[src/rtl/wfp_pkg.sv]
package wfp_pkg;

  localparam int WORD_W = 32;
  localparam int DEPTH  = 8;
  localparam int TRIG_W = 3;

  typedef enum logic [1:0] {
    ADR_CTRL = 2'd0,
    ADR_STAT = 2'd1,
    ADR_TXD  = 2'd2,
    ADR_RXD  = 2'd3
  } reg_addr_e;

  // request comparison: level strictly above the trigger
  function automatic logic level_above(input logic [3:0] level,
                                       input logic [TRIG_W-1:0] trig);
    return level > {1'b0, trig};
  endfunction

  function automatic logic [3:0] slots_free(input logic [3:0] depth,
                                            input logic [3:0] filled);
    return depth - filled;
  endfunction

  function automatic logic [31:0] pack_status(input logic [3:0] rx_fill,
                                              input logic [3:0] tx_free,
                                              input logic       ovf,
                                              input logic       udf);
    logic [31:0] r;
    r      = '0;
    r[3:0] = rx_fill;
    r[7:4] = tx_free;
    r[8]   = ovf;
    r[9]   = udf;
    return r;
  endfunction

  function automatic logic [31:0] pack_ctrl(input logic rx_busy,
                                            input logic tx_busy,
                                            input logic [TRIG_W-1:0] rx_trig,
                                            input logic [TRIG_W-1:0] tx_trig);
    logic [31:0] r;
    r      = '0;
    r[0]   = rx_busy;
    r[1]   = tx_busy;
    r[4:2] = rx_trig;
    r[7:5] = tx_trig;
    return r;
  endfunction

endpackage

[src/rtl/wfp_word_fifo.sv]
module wfp_word_fifo #(
  parameter int W     = 32,
  parameter int DEPTH = 8,
  localparam int PTR_W = $clog2(DEPTH),
  localparam int CNT_W = $clog2(DEPTH + 1)
) (
  input  logic             clk,
  input  logic             rst_n,
  input  logic             clr,
  input  logic             hold,
  input  logic             push,
  input  logic [W-1:0]     push_data,
  input  logic             pop,
  output logic [W-1:0]     head,
  output logic [CNT_W-1:0] count,
  output logic             full,
  output logic             empty,
  output logic             push_drop,
  output logic             pop_miss
);

  logic [W-1:0]     mem [DEPTH];
  logic [PTR_W-1:0] wr_ptr, rd_ptr;
  logic             push_ok, pop_ok;

  assign full      = (count == CNT_W'(DEPTH));
  assign empty     = (count == '0);
  assign push_ok   = push & ~full & ~hold;
  assign pop_ok    = pop & ~empty & ~hold;
  assign push_drop = push & full & ~hold;
  assign pop_miss  = pop & empty & ~hold;
  assign head      = mem[rd_ptr];

  function automatic logic [PTR_W-1:0] step(input logic [PTR_W-1:0] p);
    return (p == PTR_W'(DEPTH - 1)) ? '0 : p + 1'b1;
  endfunction

  always_ff @(posedge clk) begin
    if (push_ok) mem[wr_ptr] <= push_data;
  end

  always_ff @(posedge clk or negedge rst_n) begin
    if (!rst_n) begin
      wr_ptr <= '0;
      rd_ptr <= '0;
      count  <= '0;
    end else if (clr) begin
      wr_ptr <= '0;
      rd_ptr <= '0;
      count  <= '0;
    end else begin
      if (push_ok) wr_ptr <= step(wr_ptr);
      if (pop_ok)  rd_ptr <= step(rd_ptr);
      case ({push_ok, pop_ok})
        2'b10:   count <= count + 1'b1;
        2'b01:   count <= count - 1'b1;
        default: count <= count;
      endcase
    end
  end

endmodule

[src/rtl/wfp_flush_seq.sv]
module wfp_flush_seq (
  input  logic clk,
  input  logic rst_n,
  input  logic start,
  output logic busy,
  output logic clr
);

  logic pend, done;

  assign busy = pend;
  assign clr  = pend & ~done;

  always_ff @(posedge clk or negedge rst_n) begin
    if (!rst_n) begin
      pend <= 1'b0;
      done <= 1'b0;
    end else begin
      done <= pend & ~done & ~start;
      pend <= start | (pend & ~done);
    end
  end

endmodule

[src/rtl/wfp_ctrl_regs.sv]
module wfp_ctrl_regs
  import wfp_pkg::*;
#(
  parameter int NQ = 2
) (
  input  logic              clk,
  input  logic              rst_n,
  input  logic              ctrl_wr,
  input  logic [7:0]        ctrl_wdata,
  output logic [TRIG_W-1:0] rx_trig,
  output logic [TRIG_W-1:0] tx_trig,
  output logic [NQ-1:0]     busy,
  output logic [NQ-1:0]     clr
);

  always_ff @(posedge clk or negedge rst_n) begin
    if (!rst_n) begin
      rx_trig <= '0;
      tx_trig <= '0;
    end else if (ctrl_wr) begin
      rx_trig <= ctrl_wdata[4:2];
      tx_trig <= ctrl_wdata[7:5];
    end
  end

  // index 0 serves the receive queue, index 1 the transmit queue
  for (genvar q = 0; q < NQ; q++) begin : g_flush
    wfp_flush_seq u_seq (
      .clk   (clk),
      .rst_n (rst_n),
      .start (ctrl_wr & ctrl_wdata[q]),
      .busy  (busy[q]),
      .clr   (clr[q])
    );
  end

endmodule

[src/rtl/word_fifo_pair.sv]
module word_fifo_pair
  import wfp_pkg::*;
#(
  parameter int W     = WORD_W,
  parameter int DEPTH = wfp_pkg::DEPTH,
  localparam int CNT_W = $clog2(DEPTH + 1)
) (
  input  logic         clk,
  input  logic         rst_n,
  input  logic         bus_wr,
  input  logic         bus_rd,
  input  logic [1:0]   bus_addr,
  input  logic [W-1:0] bus_wdata,
  output logic [W-1:0] bus_rdata,
  input  logic         eng_tx_pop,
  output logic [W-1:0] eng_tx_data,
  output logic         eng_tx_valid,
  input  logic         eng_rx_push,
  input  logic [W-1:0] eng_rx_data,
  output logic         eng_rx_full,
  output logic         tx_req,
  output logic         rx_req
);

  localparam int RXQ = 0;
  localparam int TXQ = 1;

  logic [TRIG_W-1:0] rx_trig, tx_trig;
  logic [1:0]        busy, clr;
  logic              tx_busy, rx_busy, tx_clr, rx_clr;
  logic [CNT_W-1:0]  tx_count, rx_count;
  logic              tx_full, tx_empty, rx_full, rx_empty;
  logic              tx_push_drop, tx_pop_miss, rx_push_drop, rx_pop_miss;
  logic [W-1:0]      rx_head;
  logic              ctrl_wr, tx_wr, rx_rd;
  logic              tx_ovf, rx_udf;
  logic [3:0]        rx_fill4, tx_free4;

  assign ctrl_wr = bus_wr & (bus_addr == ADR_CTRL);
  assign tx_wr   = bus_wr & (bus_addr == ADR_TXD);
  assign rx_rd   = bus_rd & (bus_addr == ADR_RXD);

  assign rx_busy = busy[RXQ];
  assign tx_busy = busy[TXQ];
  assign rx_clr  = clr[RXQ];
  assign tx_clr  = clr[TXQ];

  wfp_ctrl_regs #(.NQ(2)) u_regs (
    .clk        (clk),
    .rst_n      (rst_n),
    .ctrl_wr    (ctrl_wr),
    .ctrl_wdata (bus_wdata[7:0]),
    .rx_trig    (rx_trig),
    .tx_trig    (tx_trig),
    .busy       (busy),
    .clr        (clr)
  );

  wfp_word_fifo #(.W(W), .DEPTH(DEPTH)) u_txq (
    .clk       (clk),
    .rst_n     (rst_n),
    .clr       (tx_clr),
    .hold      (tx_busy),
    .push      (tx_wr),
    .push_data (bus_wdata),
    .pop       (eng_tx_pop),
    .head      (eng_tx_data),
    .count     (tx_count),
    .full      (tx_full),
    .empty     (tx_empty),
    .push_drop (tx_push_drop),
    .pop_miss  (tx_pop_miss)
  );

  wfp_word_fifo #(.W(W), .DEPTH(DEPTH)) u_rxq (
    .clk       (clk),
    .rst_n     (rst_n),
    .clr       (rx_clr),
    .hold      (rx_busy),
    .push      (eng_rx_push),
    .push_data (eng_rx_data),
    .pop       (rx_rd),
    .head      (rx_head),
    .count     (rx_count),
    .full      (rx_full),
    .empty     (rx_empty),
    .push_drop (rx_push_drop),
    .pop_miss  (rx_pop_miss)
  );

  // sticky error flags, cleared only by the matching flush
  always_ff @(posedge clk or negedge rst_n) begin
    if (!rst_n) begin
      tx_ovf <= 1'b0;
      rx_udf <= 1'b0;
    end else begin
      if (tx_clr)            tx_ovf <= 1'b0;
      else if (tx_push_drop) tx_ovf <= 1'b1;
      if (rx_clr)            rx_udf <= 1'b0;
      else if (rx_pop_miss)  rx_udf <= 1'b1;
    end
  end

  assign rx_fill4     = 4'(rx_count);
  assign tx_free4     = slots_free(4'(DEPTH), 4'(tx_count));
  assign rx_req       = level_above(rx_fill4, rx_trig);
  assign tx_req       = level_above(tx_free4, tx_trig);
  assign eng_tx_valid = ~tx_empty;
  assign eng_rx_full  = rx_full;

  always_comb begin
    bus_rdata = '0;
    case (bus_addr)
      ADR_CTRL: bus_rdata = W'(pack_ctrl(rx_busy, tx_busy, rx_trig, tx_trig));
      ADR_STAT: bus_rdata = W'(pack_status(rx_fill4, tx_free4, tx_ovf, rx_udf));
      ADR_RXD:  bus_rdata = (rx_empty | rx_busy) ? '0 : rx_head;
      default:  bus_rdata = '0;
    endcase
  end

endmodule

[config.mk]
export PLATFORM = sky130hd
export DESIGN_NAME = word_fifo_pair
export DESIGN_NICKNAME = d
export VERILOG_FILES = /design/src/rtl/wfp_pkg.sv /design/src/rtl/wfp_word_fifo.sv /design/src/rtl/wfp_flush_seq.sv /design/src/rtl/wfp_ctrl_regs.sv /design/src/rtl/word_fifo_pair.sv
export SDC_FILE = /design/constraint.sdc
export NUM_CORES = 1
export LEC_CHECK = 0
export CAP_MARGIN = 20
export CORE_MARGIN = 5
export CORE_UTILIZATION = 65
export CTS_CLUSTER_SIZE = 25
export DETAILED_ROUTE_END_ITERATION = 10
export DONT_BUFFER_PORTS = 1
export GPL_ROUTABILITY_DRIVEN = 0
export PLACE_DENSITY_LB_ADDON = 0.12
export SYNTH_ARGS = -nofsm -noshare
export SYNTH_HDL_FRONTEND = slang
export SYNTH_HIERARCHICAL = 1
export SYNTH_SLANG_ARGS = --single-unit
[constraint.sdc]
create_clock -name clk -period 7.44 [get_ports clk]
set_input_delay 2.232 -clock clk [delete_from_list [all_inputs] [get_ports clk]]
set_output_delay 2.232 -clock clk [all_outputs]
set_load 0.05 [all_outputs]
==> run summary <==
Vias in the first global route: 10305
Crit-path max FO: 32
Total track usage: 22.3%
RR Startpoint: u_rxq/count[1]
Status: finished clean
Initial antenna violation count: 0
Worst setup EP type: primary output
CP peak stage delay: 530 ps
Mapped Nets: 1119
VDD IR max: 265 uV
P per Cell Area: 354 nW/um^2
CTS tree: yes
CP Cell Sequence: and4bb_4, a22oi_1, o21ai_1
Fin crit period: 5680 ps
RSZ-0062 raised after global routing: false
Clock Latency Late Sink: 570 ps
PnR worst setup slack: 1760 ps
Fin. Hold Viols: 0
Antenna violation net count after detailed routing: 0
Clk root buf: clkbuf_16
Crit Path Class: in -> out
Synth-to-layout area growth: 10.2%
Crit path max-delay family: compound AO/OA/AOI/OAI gates
Cell Rows: 67
CTS buffer count: 52
# fillers: 1936
Commonest non-fill, non-tap cells in the layout: edfxtp_1 (512), mux4_2 (128), mux2_2 (64)
Dpl ws: 1740 ps
I/O pin count: 140
Fin nets: 1152
Clock Skew: 24.4 ps
Commonest non-fill, non-tap cell in the layout: edfxtp_1
Peak Freq: 176 MHz
Pin count of the biggest net entering global routing: 51
Worst-margin pin slew: 1000 ps
Port-buffer cells: 0
HPWL after detailed placement: 22.3 mm
CP Buf/Inv Count: 0
Core Area: 33300 um^2
CTS Sinks: 544
Clk buf depth: 3
Number of vias in the routed layout: 9681
Global-route wire length before repair: 61.8 mm
Post-Syn Area: 21700 um^2
Hold WC Path Type: reg -> reg
WL per Instance: 25.8 um
Chip height: 193 um
Drt via density: 6.25
H-tree depth: 2
Yosys warns: 6
Share of cells above drive strength 1: 31.2%
Fin Setup TNS: 0 ps
Mean area per synthesized cell: 21.1 um^2
CTS hold repair buffers: 0
# Max-Cap Violations: 0
Post-CTS setup buffer count: 0
Starting Density: 65.3%
CTS resizes: 0
Pleak: 7.64 nW
Drt drc: 0
Required @ worst endpoint: 5210 ps
Worst Path Arrival: 3440 ps
Crit. Startpoint: bus_addr[0]
Grt ovf: 0
Cell count after synthesis: 1028
Chip Width: 193 um
Initial DRC count: 617
First drt pass iteration count: 5
Clk pin slew, worst setup/hold paths: 60 ps
Period Utilization, post-route: 76.3%
CP max-delay cell: o21ai_1
Slew Limit Fails: 0
Die ar.: 37200 um^2
CP startpoint kind: input pin
Inserted Diodes: 0
Final setup fails: 0
Total Routed Length: 39.9 mm
Hold path start: u_regs/g_flush[0].u_seq/done
Max transition margin: 33.2%
sequential cells by signal, summed over array words and instances (netlist names), 2 cells and up:
| register | count |
|---|---|
| u_rxq/mem | 256 |
| u_txq/mem | 256 |
| u_rxq/count | 4 |
| u_txq/count | 4 |
| u_regs/rx_trig | 3 |
| u_regs/tx_trig | 3 |
| u_rxq/rd_ptr | 3 |
| u_rxq/wr_ptr | 3 |
| u_txq/rd_ptr | 3 |
| u_txq/wr_ptr | 3 |
| u_regs/g_flush.u_seq/busy | 2 |
| u_regs/g_flush.u_seq/done | 2 |
through the flow:
step	util [%]	hold slack (ps)	total power [W]	cell area (um^2)	cells
2_1_floorplan	-	467	0.00573	21700	1028
3_3_place_gp	67.1	497	0.00611	22300	1454
3_5_place_dp	67.1	500	0.00613	22300	1454
6_report	71.9	505	0.00848	23900	1549
5_1_grt	71.9	536	0.00887	23900	1549
4_1_cts	71.8	509	0.00857	23900	1548
path summary, 6_finish.rpt:
kind	endpoint	slack, ps	cells after the start
max in group asynchronous	u_rxq/rd_ptr[0]	5970	0
worst max-delay path	bus_rdata[7]	1760	3
worst max register to register	u_rxq/count[2]	4590	9
worst min-delay path	u_regs/g_flush[0].u_seq/done	510	2
worst min register to register	u_regs/g_flush[0].u_seq/done	510	2
min in group asynchronous	u_txq/count[1]	1360	0
layout make-up:
cell class	count	area (um^2)	share of cell area (%)
clock buffer	69	1390	5.79
clock inverter	25	183	0.763
inverter	18	72.6	0.303
multi-input combinational	421	5350	22.3
sequential	544	16200	67.6
tap	448	561	2.34
timing repair buffer	24	200	0.836
power by group:
part	leakage, nW	internal (W)	switching, W
Combinational	1.84	0.000847	0.00132
Clock	0.772	0.00138	0.00105
Sequential	5.03	0.00361	0.000271
Total	7.64	0.00584	0.00265
worst reg2reg max path, stage by stage, from the launching register on:
cell,delay [ps]
dfrtp_1,500
or4b_1,630
inv_2,310
o211ai_4,170
inv_2,100
ha_1,250
nand2b_1,160
a2111oi_0,420
a211oi_1,90
a31oi_1,150
metal layers:
| layer | share of wire [%] | routed length (um) | track usage [%] |
|---|---|---|---|
| met1 | 40 | 16100 | 30.3 |
| met2 | 51 | 20400 | 37.5 |
| met3 | 6.8 | 2710 | 5.19 |
| met4 | 1.7 | 693 | 5.43 |
| met5 | 0 | 0 | 0 |
Power figures use the tool's default switching activity.
